==> src/rtl/dseq_pkg.sv <==
package dseq_pkg;

  typedef enum logic [1:0] {
    OP_RD   = 2'd0,
    OP_EW   = 2'd1,
    OP_RMW  = 2'd2,
    OP_RDX  = 2'd3
  } op_e;

  typedef enum logic [2:0] {
    PH_IDLE = 3'd0,
    PH_ASET = 3'd1,
    PH_ROW  = 3'd2,
    PH_COL  = 3'd3,
    PH_PRE  = 3'd4
  } phase_e;

  function automatic logic is_ew(op_e op);
    return op == OP_EW;
  endfunction

  function automatic logic is_rmw(op_e op);
    return op == OP_RMW;
  endfunction

  // number of cycles a phase lasts
  function automatic int unsigned phase_len(phase_e ph, op_e op,
                                            int unsigned t_rcd, int unsigned t_cas,
                                            int unsigned t_rp, int unsigned t_samp);
    case (ph)
      PH_ROW:  return t_rcd;
      PH_COL:  return is_rmw(op) ? (t_samp + t_cas) : t_cas;
      PH_PRE:  return t_rp;
      default: return 1;
    endcase
  endfunction

  // write strobe schedule: early write from row phase, RMW after sampling
  function automatic logic we_active(phase_e ph, op_e op, int unsigned idx,
                                     int unsigned t_samp);
    if (is_ew(op))  return (ph == PH_ROW) || (ph == PH_COL);
    if (is_rmw(op)) return (ph == PH_COL) && (idx >= t_samp);
    return 1'b0;
  endfunction

endpackage

==> src/rtl/dseq_cnt.sv <==
module dseq_cnt #(
  parameter int unsigned W = 4
) (
  input  logic         clk,
  input  logic         rst_n,
  input  logic         clr,
  input  logic         en,
  output logic [W-1:0] q
);

  always_ff @(posedge clk or negedge rst_n) begin
    if (!rst_n)    q <= '0;
    else if (clr)  q <= '0;
    else if (en)   q <= q + 1'b1;
  end

endmodule

==> src/rtl/dseq_fsm.sv <==
module dseq_fsm
  import dseq_pkg::*;
#(
  parameter int unsigned T_RCD  = 2,
  parameter int unsigned T_CAS  = 3,
  parameter int unsigned T_RP   = 3,
  parameter int unsigned T_SAMP = 2
) (
  input  logic   clk,
  input  logic   rst_n,
  input  logic   start,
  input  op_e    op,
  output phase_e phase,
  output logic   col_sel,
  output logic   samp_evt,
  output logic   ras_n,
  output logic   cas_n,
  output logic   we_n,
  output logic   d_oe,
  output logic   done,
  output logic   ready
);

  localparam int unsigned LMAX = T_SAMP + T_CAS + T_RCD + T_RP;
  localparam int unsigned CW   = $clog2(LMAX + 1);

  phase_e          ph_q, ph_d;
  logic [CW-1:0]   idx;
  logic            ph_last;
  logic            ph_chg;
  int unsigned     len;

  assign len     = phase_len(ph_q, op, T_RCD, T_CAS, T_RP, T_SAMP);
  assign ph_last = (idx == CW'(len - 1));
  assign ph_chg  = (ph_q == PH_IDLE) ? start : ph_last;

  always_comb begin
    ph_d = ph_q;
    case (ph_q)
      PH_IDLE: if (start)   ph_d = PH_ASET;
      PH_ASET:              ph_d = PH_ROW;
      PH_ROW:  if (ph_last) ph_d = PH_COL;
      PH_COL:  if (ph_last) ph_d = PH_PRE;
      PH_PRE:  if (ph_last) ph_d = PH_IDLE;
      default:              ph_d = PH_IDLE;
    endcase
  end

  always_ff @(posedge clk or negedge rst_n) begin
    if (!rst_n) ph_q <= PH_IDLE;
    else        ph_q <= ph_d;
  end

  dseq_cnt #(.W(CW)) u_idx (
    .clk   (clk),
    .rst_n (rst_n),
    .clr   (ph_chg),
    .en    (ph_q != PH_IDLE),
    .q     (idx)
  );

  assign phase    = ph_q;
  assign ras_n    = !((ph_q == PH_ROW) || (ph_q == PH_COL));
  assign cas_n    = (ph_q != PH_COL);
  assign we_n     = !we_active(ph_q, op, 32'(idx), T_SAMP);
  assign d_oe     = is_ew(op) && !ras_n;
  assign col_sel  = (ph_q == PH_COL) || ((ph_q == PH_ROW) && ph_last);
  assign samp_evt = (ph_q == PH_COL) && (idx == CW'(T_SAMP - 1)) && !is_ew(op);
  assign done     = (ph_q == PH_PRE) && (idx == CW'(1));
  assign ready    = (ph_q == PH_IDLE);


  cas_in_ras_chk: assert property (@(posedge clk) disable iff (!rst_n)
    !cas_n |-> !ras_n);


  oe_with_write_chk: assert property (@(posedge clk) disable iff (!rst_n)
    d_oe |-> !we_n);


  done_single_chk: assert property (@(posedge clk) disable iff (!rst_n)
    done |=> !done);


  done_after_rise_chk: assert property (@(posedge clk) disable iff (!rst_n)
    done |-> (ras_n && $past(ras_n)));


  busy_not_ready_chk: assert property (@(posedge clk) disable iff (!rst_n)
    !ras_n |-> !ready);

endmodule

==> src/rtl/dseq_dpath.sv <==
module dseq_dpath
  import dseq_pkg::*;
#(
  parameter int unsigned ADDR_W = 18,
  localparam int unsigned MW    = ADDR_W / 2
) (
  input  logic              clk,
  input  logic              rst_n,
  input  logic              start,
  input  logic [1:0]        req_op,
  input  logic [ADDR_W-1:0] req_addr,
  input  logic              req_wdata,
  input  logic              col_sel,
  input  logic              samp_evt,
  input  logic              mem_q,
  output op_e               cur_op,
  output logic [MW-1:0]     ma,
  output logic              mem_d,
  output logic              rd_data
);

  logic [ADDR_W-1:0] addr_q;
  logic              wd_q;
  op_e               op_q;

  function automatic logic [MW-1:0] row_of(logic [ADDR_W-1:0] a);
    return a[MW-1:0];
  endfunction

  function automatic logic [MW-1:0] col_of(logic [ADDR_W-1:0] a);
    return a[ADDR_W-1:MW];
  endfunction

  always_ff @(posedge clk or negedge rst_n) begin
    if (!rst_n) begin
      addr_q <= '0;
      wd_q   <= 1'b0;
      op_q   <= OP_RD;
    end else if (start) begin
      addr_q <= req_addr;
      wd_q   <= req_wdata;
      op_q   <= op_e'(req_op);
    end
  end

  always_ff @(posedge clk or negedge rst_n) begin
    if (!rst_n)        rd_data <= 1'b0;
    else if (samp_evt) rd_data <= mem_q;
  end

  assign cur_op = op_q;
  assign ma     = col_sel ? col_of(addr_q) : row_of(addr_q);
  assign mem_d  = wd_q;

endmodule

==> src/rtl/dram_seq.sv <==
module dram_seq
  import dseq_pkg::*;
#(
  parameter int unsigned ADDR_W = 18,
  parameter int unsigned T_RCD  = 2,
  parameter int unsigned T_CAS  = 3,
  parameter int unsigned T_RP   = 3,
  parameter int unsigned T_SAMP = 2,
  localparam int unsigned MW    = ADDR_W / 2
) (
  input  logic              clk,
  input  logic              rst_n,
  input  logic              req_valid,
  output logic              req_ready,
  input  logic [1:0]        req_op,
  input  logic [ADDR_W-1:0] req_addr,
  input  logic              req_wdata,
  output logic              rd_data,
  output logic              done,
  output logic              ras_n,
  output logic              cas_n,
  output logic              we_n,
  output logic [MW-1:0]     ma,
  output logic              mem_d,
  output logic              d_oe,
  input  logic              mem_q
);

  logic   start;
  logic   col_sel;
  logic   samp_evt;
  op_e    cur_op;
  phase_e phase;

  assign start = req_valid && req_ready;

  dseq_fsm #(
    .T_RCD (T_RCD),
    .T_CAS (T_CAS),
    .T_RP  (T_RP),
    .T_SAMP(T_SAMP)
  ) u_fsm (
    .clk     (clk),
    .rst_n   (rst_n),
    .start   (start),
    .op      (cur_op),
    .phase   (phase),
    .col_sel (col_sel),
    .samp_evt(samp_evt),
    .ras_n   (ras_n),
    .cas_n   (cas_n),
    .we_n    (we_n),
    .d_oe    (d_oe),
    .done    (done),
    .ready   (req_ready)
  );

  dseq_dpath #(.ADDR_W(ADDR_W)) u_dp (
    .clk      (clk),
    .rst_n    (rst_n),
    .start    (start),
    .req_op   (req_op),
    .req_addr (req_addr),
    .req_wdata(req_wdata),
    .col_sel  (col_sel),
    .samp_evt (samp_evt),
    .mem_q    (mem_q),
    .cur_op   (cur_op),
    .ma       (ma),
    .mem_d    (mem_d),
    .rd_data  (rd_data)
  );


  row_setup_chk: assert property (@(posedge clk) disable iff (!rst_n)
    $fell(ras_n) |-> $stable(ma));


  col_setup_chk: assert property (@(posedge clk) disable iff (!rst_n)
    $fell(cas_n) |-> $stable(ma));


  rd_in_cas_chk: assert property (@(posedge clk) disable iff (!rst_n)
    !$stable(rd_data) |-> $past(!cas_n));


  late_write_chk: assert property (@(posedge clk) disable iff (!rst_n)
    ($fell(we_n) && !cas_n) |-> $past(!cas_n));


  strobes_rise_chk: assert property (@(posedge clk) disable iff (!rst_n)
    $rose(ras_n) |-> cas_n);


  no_start_busy_chk: assert property (@(posedge clk) disable iff (!rst_n)
    (phase != PH_IDLE) |-> !start);

endmodule

==> config.mk <==
export PLATFORM = sky130hd
export DESIGN_NAME = dram_seq
export DESIGN_NICKNAME = d
export VERILOG_FILES = /design/src/rtl/dseq_pkg.sv /design/src/rtl/dseq_cnt.sv /design/src/rtl/dseq_fsm.sv /design/src/rtl/dseq_dpath.sv /design/src/rtl/dram_seq.sv
export SDC_FILE = /design/constraint.sdc
export NUM_CORES = 1
export LEC_CHECK = 0
export BUFFER_PORTS_ARGS = -buffer_cell sky130_fd_sc_hd__buf_4
export CAP_MARGIN = 10
export CORE_MARGIN = 1.5
export CORE_UTILIZATION = 35
export DETAILED_ROUTE_END_ITERATION = 7
export PLACE_DENSITY = 0.68
export REMOVE_ABC_BUFFERS = 1
export SLEW_MARGIN = 20
export SYNTH_ARGS = -nofsm -noshare
export SYNTH_HDL_FRONTEND = slang
export SYNTH_SLANG_ARGS = --single-unit
==> constraint.sdc <==
create_clock -name clk -period 3.5 [get_ports clk]
set_input_delay 0.7 -clock clk [delete_from_list [all_inputs] [get_ports clk]]
set_output_delay 0.7 -clock clk [all_outputs]
set_load 0.02 [all_outputs]
## Word-level counts from Yosys, hierarchy flattened

Index checks and enable logic that the tools add are counted.

| storage, ports and cells | value |
|---|---|
| logic and storage cells | 56 |
| output and inout bits | 17 |
| register bits after elaboration | 29 |

| cells by class | value |
|---|---|
| reduce and logical (&&, ||, !) cells | 16 |
| magnitude comparators | 1 |
| muxes and demuxes | 18 |
| add/subtract/negate cells | 2 |
| equal/unequal tests | 13 |

Operators with widths:

| kind | number |
|---|---|
| $mux 3 | 5 |
| $pmux 3 s5 | 1 |
| $mux 9 | 1 |
| $pmux 3 s3 | 1 |
| $mux 1 | 8 |
| $mux 4 | 2 |
| $ne 2x1->1 const B | 4 |
| $logic_and 1x1->1 | 7 |
| $eq 3x2->1 const B | 2 |
| $add 4x1->4 const B | 1 |
| $eq 4x1->1 const B | 1 |
| $eq 4x4->1 | 1 |
| $ge 4x2->1 const B | 1 |
| $reduce_and 4->1 | 1 |
| $sub 4x1->4 const B | 1 |
| $eq 3x1->1 const B | 1 |
| $eq 3x3->1 const B | 1 |
| $logic_not 1->1 | 3 |
| $logic_not 3->1 | 1 |
| $ne 3x2->1 const B | 1 |
| $reduce_bool 3->1 | 1 |
| $eq 2x1->1 const B | 1 |
| $eq 2x2->1 const B | 1 |
| $logic_or 1x1->1 | 2 |
| $reduce_bool 2->1 | 1 |

## Logic depth before layout (Yosys ltp)

Gate-level depths: netlist (run 1).

| logic depth | value |
|---|---|
| depth after elaboration | 8 |
| gate-level depth with buffers | 8 |
| gate-level depth less buffers | 8 |

## Modules after synthesis

Synthesis (run 1) repeated with hierarchy kept, for this count alone.

| unflattened totals | value |
|---|---|
| cell total of the unflattened synthesis | 116 |
| area total of the unflattened synthesis | 1,561.5 um^2 |

Modules (own cells, without submodules):

| module | instances | area each (um^2) | cells each |
|---|---|---|---|
| dseq_dpath | 1 | 1,004.7 | 56 |
| dseq_fsm | 1 | 357.8 | 43 |
| dseq_cnt | 1 | 192.7 | 16 |
| dram_seq | 1 | 6.3 | 1 |

## Worst setup path after synthesis (run 1)

Ideal clock, no wire load.

| timing path | value |
|---|---|
| path kind | reg-to-output |
| from | reg u_fsm.ph_q[1] (netlist: u_fsm.phase[1]) |
| to | out ma[0] |
| data required time | 2.800 ns |
| path buffers | 0 |
| arrival time | 2.292 ns |
| cell stages (with the launch flop) | 9 |
| path slack | 0.508 ns |
| cells stage by stage | dfrtp_1 -> or2b_1 -> a31oi_1 -> a21oi_1 -> ha_1 -> xor2_1 -> nand2b_1 -> o21ai_2 -> mux2_2 |

| between the ends | value |
|---|---|
| cells in the longest elaborated chain, start to end | 7 |
| elaborated cells between the ends (all ways) | 9 |
| classes of those cells | 1 x add/sub; 4 x eq/ne; 2 x mux; 2 x reduce/logical |

RTL lines:

| element | line | text |
|---|---|---|
| start: declaration | dseq_fsm.sv:27 | `phase_e ph_q, ph_d;` |
| start signal: assignment | dseq_fsm.sv:51 | `else ph_q <= ph_d;` |
| $eq 3x3->1 or $eq 3x2->1 (tied branches) | dseq_pkg.sv:30, dseq_fsm.sv:67 |  |
| $pmux 3 s3 | dseq_pkg.sv:30 | `case (ph)` |
| $sub 4x1->4 | dseq_fsm.sv:34 | `assign ph_last = (idx == CW'(len - 1));` |
| $eq 4x4->1 | dseq_fsm.sv:34 |  |
| $logic_and 1x1->1 | dseq_fsm.sv:67 | `assign col_sel = (ph_q == PH_COL) \|\| ((ph_q == PH_ROW) && ph_last);` |
| $logic_or 1x1->1 * | dseq_fsm.sv:67 |  |
| $mux 9 * | dseq_dpath.sv:52 | `assign ma = col_sel ? col_of(addr_q) : row_of(addr_q);` |
| end: declaration | dram_seq.sv:23 | `output logic [MW-1:0] ma,` |

Every way passes the cells marked *; elsewhere a longest branch is shown, timed or not.

## Worst setup path in the final report (run 1)

| timing path | value |
|---|---|
| from | reg u_fsm.ph_q[2] (netlist: u_fsm.phase[2]) |
| to | out ma[4] |

Same word-level chain as after synthesis.

==> flow_metrics.env, run 1 <==
export IMPL_setup_violations=0
export IMPL_grt_pass1_wl_mm=5.10
export IMPL_path_class="reg -> out"
export IMPL_vias=1099
export IMPL_io_pins=42
export IMPL_leakagePower_nw=0.883
export IMPL_seq_power_share_pct=28.8
export IMPL_fin_skew_ns=0.00676
export IMPL_ys_seq_area_share_pct=47.9
export IMPL_htree_levels=2
export IMPL_wl_per_cell_um=14.5
export IMPL_switchingPower_w=0.000895
export IMPL_synth_top_family_by_area="multiplexers"
export IMPL_initial_core_util_pct=37.1
export IMPL_path_cells="or2b_1 -> a31oi_1 -> a21oi_1 -> ha_1 -> xor2_1 -> nand2b_1 -> o21ai_4 -> buf_12 -> mux2_2 -> buf_4"
export IMPL_period_minus_slack_ns=3.31
export IMPL_syn_to_final_growth_pct=29.0
export IMPL_netlist_top_cells_area="dfrtp_1, mux2_2, ha_1"
export IMPL_relSlewSlack_pct=72.5
export IMPL_netlist_instances=120
export IMPL_setup_tns_ns=0
export IMPL_worstMarginPinSlew_ns=0.411
export IMPL_synth_common_cells="mux2_2, dfrtp_1, nor2_1, ha_1, nand2_1"
export IMPL_synthAdderAreaFrac_pct=3.30
export IMPL_endpoint_kind="output pin"
export IMPL_pwr_share_comb_pct=58.9
export IMPL_synth_xor_area_share_pct=1.73
export IMPL_gp_congestion=0.816
export IMPL_min_period_over_period_pct=94.5
export IMPL_cts_buffers=5
export IMPL_avgSynthCellArea_um2=12.6
export IMPL_avgViaCountPerCell=5.11
export IMPL_synth_flop_cell="dfrtp_1"
export IMPL_synth_area_um2=1520
export IMPL_final_util_pct=47.9
export IMPL_yosys_area_share_simple_pct=12.1
export IMPL_clock_fmax_ghz=0.302
export IMPL_stdcell_area_um2=1960
export IMPL_die_x_um=68.8
export IMPL_slew_viol_final=0
export IMPL_port_buffers=41
export IMPL_routed_wl_mm=3.12
export IMPL_grt_pass1_vias=1116
export IMPL_antennaDiodeCount=0
export IMPL_fin_nets=194
export IMPL_placed_cells=207
export IMPL_cp_top_family="flip-flops"
export IMPL_ant_nets=0
export IMPL_placed_area_um2=1830
export IMPL_cap_violations=0
export IMPL_clock_path_buffers=2
export IMPL_drcViolationCount=0
export IMPL_cts_root_buf="clkbuf_8"
export IMPL_drive_above_1_share_pct=53.9
export IMPL_cp_arrival_ns=2.61
export IMPL_synthArstFlopShare_pct=100
export IMPL_cp_buffers_inverters=2
export IMPL_synth_edf_count=0
export IMPL_pwr_density_cell_nw_per_um2=1130
export IMPL_required_ns=2.80
export IMPL_grt_start_max_net_pins=30
export IMPL_cp_start_kind="flip-flop"
export IMPL_hold_buffers=0
export IMPL_p_int_w=0.00132
export IMPL_finalNonFillerCells=215
export IMPL_synth_seq_cells=29
export IMPL_yosysWarnings=0
export IMPL_track_usage_pct=14.8
export IMPL_clkLatencyLatePin_ns=0.28
export IMPL_pre_cts_ws_ns=0.253
export IMPL_max_stage_delay_ns=0.44
export IMPL_cts_sinks=29
export IMPL_rsz0062_at_grt="no"
export IMPL_first_pass_iters=4
export IMPL_drt_iter0_drc=45
export IMPL_worstHoldPathType="in -> async"
export IMPL_outcome="completed"
export IMPL_critPathMaxFanout=9
export IMPL_antenna_found_initial=0
export IMPL_tritoncts="built"
export IMPL_pwr_share_clk_pct=12.4
export IMPL_slowest_stage="dfrtp_2"
export IMPL_synth_compound_area_share_pct=6.85
export IMPL_max_vdd_ir_drop_uv=500
export IMPL_post_dp_hpwl_mm=2.28
export IMPL_synth_cell_types=36
export IMPL_core_um2=4090
export IMPL_clkTransAtPathRegs_ns=0.06
export IMPL_gr_total_overflow=0
export IMPL_dieArea_um2=4740
export IMPL_postLayoutSetupSlackWorst_ns=0.191
export IMPL_synthMuxAreaShare_pct=23.6
export IMPL_swShare_pct=40.5
export IMPL_die_h_um=68.8
export IMPL_fp_row_count=23
export IMPL_yosysMostFrequentCell="mux2_2"
export IMPL_post_synth_top_area_cell="dfrtp_1"
export IMPL_finalHoldViolations=0
export IMPL_synth_top_cell_area_share_pct=47.9
## flip-flops by register name, summed over array words and instances (netlist names)
signal         flops
u_dp.mem_d         1
u_dp.cur_op        2
u_fsm.u_idx.q      4
u_fsm.phase        3
u_dp.rd_data       1
u_dp.addr_q       18
## cells in the final DEF (no fill, tap or decap), drive strengths merged, types with 2 or more instances in the layout
cell    instances
nand3           2
mux2i           2
nand2b          2
o31ai           2
clkbuf          7
a211oi          2
a21oi           3
nor3            3
nor2            7
dfrtp          29
xnor2           2
or3             4
buf            42
ha              4
inv             4
mux2           30
and2            3
o21ai           4
nand2           4
## power groups by stage
stage / Combinational [W] / Sequential (W) / Clock (W)
5_1_grt: 0.00140 / 0.000663 / 0.000301
6_report: 0.00130 / 0.000636 / 0.000273
2_1_floorplan: 0.000853 / 0.000614 / 0
3_5_place_dp: 0.00123 / 0.000640 / 0
4_1_cts: 0.00126 / 0.000634 / 0.000284
3_3_place_gp: 0.00120 / 0.000627 / 0
## kinds of logic after synthesis
logic type                 after synthesis
muxes                                   32
xor gates and xnor gates                 3
and+or+nand+nor                         30
AOI/OAI and AO/OA                       14
adders and majority gates                4
DFF                                     29
buffers and inverters                    8
## worst register-to-register path: stages, from the launching register on
cell      delay (ns)
dfrtp_2         0.44
or2b_1          0.27
a31oi_1         0.14
a21oi_1         0.07
ha_1            0.21
xnor2_2         0.15
or3_4           0.35
a211oi_4        0.43
mux2i_1         0.25
## path summary, 6_finish.rpt
path / start / end / slack (ns) / cells after the start
setup / recovery: u_fsm.phase[2] / ma[4] / 0.19 / 10
hold / removal: rst_n / u_fsm.phase[1] / 0.33 / 1
setup reg to reg: u_fsm.phase[2] / u_fsm.phase[2] / 1.10 / 8
hold reg to reg: u_dp.addr_q[1] / u_dp.addr_q[1] / 0.50 / 1
max in group asynchronous: rst_n / u_fsm.phase[2] / 2.88 / 1
min in group clk: u_dp.addr_q[1] / u_dp.addr_q[1] / 0.50 / 1
## final cells by class
cell class,count,area (um2)
clock buffer,7,86.3
timing repair buffer,42,328
tap,50,62.6
sequential,29,728
fill,390,2130
multi-input combinational,83,737
inverter,4,15.0
## per-layer routing
metal  part of all wire (%)  global-route usage, %  vias up
met1                     42                   18.5      541
met5                      0                      0        -
li1                       -                      -      518
met4                    1.2                   4.66        0
met3                    6.4                   4.55        4
met2                     50                   24.6       36
## timing repair
action	in CTS	in global routing
endpoints found under the hold margin	0	0
endpoints found under the setup margin	9	9
gates resized for setup	1	3
setup buffers	0	1
pin swaps	0	2
## stage by stage
stage          hold WS [ns]  total power [W]
6_report              0.331          0.00221
5_1_grt               0.355          0.00237
4_1_cts               0.340          0.00218
3_5_place_dp          0.492          0.00187
3_3_place_gp          0.485          0.00183
2_1_floorplan         0.404          0.00147
(Power assumes the default switching activity.)
==> run 2: changes to the inputs <==
--- a/config.mk
+++ b/config.mk
@@ -15,4 +15,5 @@
 export SLEW_MARGIN = 20
 export SYNTH_ARGS = -nofsm -noshare
 export SYNTH_HDL_FRONTEND = slang
+export SYNTH_HIERARCHICAL = 1
 export SYNTH_SLANG_ARGS = --single-unit
==> run 2 against run 1 <==
Against the previous run: the run now ends with negative setup slack left; first-iteration DRC count fell by 76%; final area rose by 12%; clock skew barely moved; synthesized area rose by 3.0%; non-clock buffer count rose by 11; power rose by 25%; register-to-register slack got worse by 0.49 ns; largest power group unchanged.
==> flow_metrics.env, run 2 <==
export IMPL_gr_total_overflow=0
export IMPL_fp_row_count=24
export IMPL_regMostFlops="u_dp/addr_q"
export IMPL_clkLatencyLatePin_ns=0.28
export IMPL_layout_common_cells="buf_4, mux2_4, dfrtp_1"
export IMPL_grt_start_max_net_pins=30
export IMPL_grt_pass1_wl_mm=5.61
export IMPL_synth_area_um2=1560
export IMPL_finalHoldViolations=0
export IMPL_fill_cells=387
export IMPL_worstHoldPathType="in -> async"
export IMPL_clkTransAtPathRegs_ns=0.06
export IMPL_syn_to_final_growth_pct=40.0
export IMPL_vias=1121
export IMPL_stdcell_area_um2=2190
export IMPL_cp_start_kind="flip-flop"
export IMPL_fin_nets=199
export IMPL_ant_nets=0
export IMPL_cp_arrival_ns=2.99
export IMPL_track_usage_pct=14.6
export IMPL_setup_tns_ns=-1.50
export IMPL_first_pass_iters=4
export IMPL_placed_area_um2=1930
export IMPL_ff_latch_area_um2=726
export IMPL_relSlewSlack_pct=68.3
export IMPL_synthArstFlopShare_pct=100
export IMPL_tritoncts="built"
export IMPL_antennaDiodeCount=0
export IMPL_synth_cell_types=34
export IMPL_min_period_over_period_pct=105
export IMPL_pwr_density_cell_nw_per_um2=1260
export IMPL_critical_path_depth=13
export IMPL_ys_seq_area_share_pct=46.5
export IMPL_cap_violations=0
export IMPL_multi_input_area_um2=847
export IMPL_layout_commonest_cell="buf_4"
export IMPL_drcViolationCount=0
export IMPL_avgSynthCellArea_um2=13.5
export IMPL_cts_sinks=29
export IMPL_fin_total_pwr_w=0.00276
export IMPL_netlist_top_cells_area="dfrtp_1, mux2_4, mux2_2"
export IMPL_port_buffers=41
export IMPL_violations="negative setup slack"
export IMPL_largest_reg_flops=18
export IMPL_die_x_um=69.8
export IMPL_drt_iter0_drc=11
export IMPL_cts_buffers=5
export IMPL_synth_flop_cell="dfrtp_1"
export IMPL_post_synth_top_area_cell="dfrtp_1"
export IMPL_post_dp_hpwl_mm=2.28
export IMPL_rsz0062_at_grt="yes"
export IMPL_path_class="reg -> out"
export IMPL_grt_pass1_vias=1263
export IMPL_avgViaCountPerCell=5.00
export IMPL_slowest_stage="dfrtp_1"
export IMPL_antenna_found_initial=0
export IMPL_period_minus_slack_ns=3.69
export IMPL_worstMarginPinSlew_ns=0.472
export IMPL_synth_top_cell_area_share_pct=46.5
export IMPL_fin_skew_ns=0.00683
export IMPL_leakagePower_nw=1.06
export IMPL_yosysMostFrequentCell="dfrtp_1"
export IMPL_drive_above_1_share_pct=61.6
export IMPL_reg2reg_depth=15
export IMPL_htree_levels=2
export IMPL_required_ns=2.80
export IMPL_setup_violations=9
export IMPL_postLayoutSetupSlackWorst_ns=-0.188
export IMPL_core_um2=4320
export IMPL_io_pins=42
export IMPL_synth_seq_cells=29
export IMPL_cp_buffers_inverters=3
export IMPL_cp_top_family="compound AO/OA/AOI/OAI gates"
export IMPL_endpoint_kind="output pin"
export IMPL_synth_common_cells="dfrtp_1, mux2_4, mux2_2, nor2_1, nor3_1"
export IMPL_gp_congestion=0.776
export IMPL_yosysWarnings=6
export IMPL_clock_path_buffers=2
export IMPL_hold_buffers=0
export IMPL_slew_viol_final=0
export IMPL_path_common_cell="buf_6"
export IMPL_cts_root_buf="clkbuf_8"
export IMPL_clock_fmax_ghz=0.271
export IMPL_routed_wl_mm=3.45
export IMPL_rrSetupSlack_ns=0.61
export IMPL_synth_edf_count=0
export IMPL_path_cells="and2b_4 -> inv_4 -> a21oi_2 -> a21oi_1 -> ha_1 -> xnor2_2 -> a211oi_2 -> nand3_2 -> nor2b_4 -> o21a_4 -> buf_6 -> mux2_4 -> buf_6"
export IMPL_netlist_instances=116
export IMPL_wl_per_cell_um=15.4
export IMPL_initial_core_util_pct=36.1
export IMPL_dieArea_um2=4870
export IMPL_outcome="complete, but fails checks"
export IMPL_critPathMaxFanout=5
export IMPL_max_vdd_ir_drop_uv=729
export IMPL_die_h_um=69.8
export IMPL_max_stage_delay_ns=0.39
-- run 2: worst paths after layout --
path / start / end
min reg2reg: u_dp/addr_q[1] / u_dp/addr_q[1]
min in group clk: u_dp/addr_q[1] / u_dp/addr_q[1]
max reg2reg: u_fsm/phase[2] / u_fsm/u_idx/q[3]
max in group asynchronous: rst_n / u_dp/mem_d
max: u_fsm/phase[2] / ma[0]
min: rst_n / u_dp/addr_q[2]
-- run 2: cell type report --
class	count	share of cell area [%]
Timing Repair Buffer	53	20.5
Multi-Input combinational cell	80	38.8
Tap cell	52	2.98
Inverter	3	0.630
Clock buffer	7	3.95
Sequential cell	29	33.2
-- run 2: cells by family after synthesis --
kind of cell,Yosys count,share of synthesized area (%)
buffers and inverters,7,2.96
DFF,29,46.5
AOI/OAI and AO/OA,8,4.09
adders and majority gates,2,1.60
xor gates and xnor gates,4,2.24
and+or+nand+nor,30,11.6
muxes,36,31.0
-- run 2: repair_timing --
item,4_1_cts,5_1_grt
endpoints found under the setup margin,9,9
cloned,1,0
setup buffers,9,1
gates resized for setup,9,17
pin swaps,2,5
-- run 2: power by group --
part           total, W  internal [W]  switching (W)  leakage (nW)
sequential     0.000645      0.000504       0.000141         0.350
combinational   0.00184       0.00108       0.000761         0.663
clock          0.000273      0.000156       0.000118        0.0443
-- run 2: routing by layer --
metal	share of wire [%]	GRT usage (%)	wire length, um	vias up
met5	0	0	0	-
met4	1.8	6.84	62	0
met3	4.9	3.92	169	9
met2	51	24.4	1770	37
met1	42	17.2	1450	559
li1	-	-	-	516
-- run 2: worst reg2reg max path, stage by stage, from the launching register on --
cell,delay [ns]
dfrtp_1,0.39
and2b_4,0.27
inv_4,0.05
a21oi_2,0.15
a21oi_1,0.07
ha_1,0.33
xnor2_2,0.15
a211oi_2,0.27
nand3_2,0.15
nor2b_4,0.14
buf_4,0.11
buf_4,0.09
buf_4,0.12
mux2_4,0.17
nor2_1,0.05
mux2_4,0.26
-- run 2: stage by stage --
stage / setup slack (ns) / hold WS (ns) / util [%] / cells
2_1_floorplan: 0.149 / 0.404 / - / 112
4_1_cts: -0.120 / 0.352 / 49.9 / 225
6_report: -0.188 / 0.338 / 50.5 / 224
5_1_grt: -0.293 / 0.367 / 50.5 / 224
3_5_place_dp: -0.0611 / 0.488 / 44.7 / 208
3_3_place_gp: 0.126 / 0.491 / 44.7 / 208
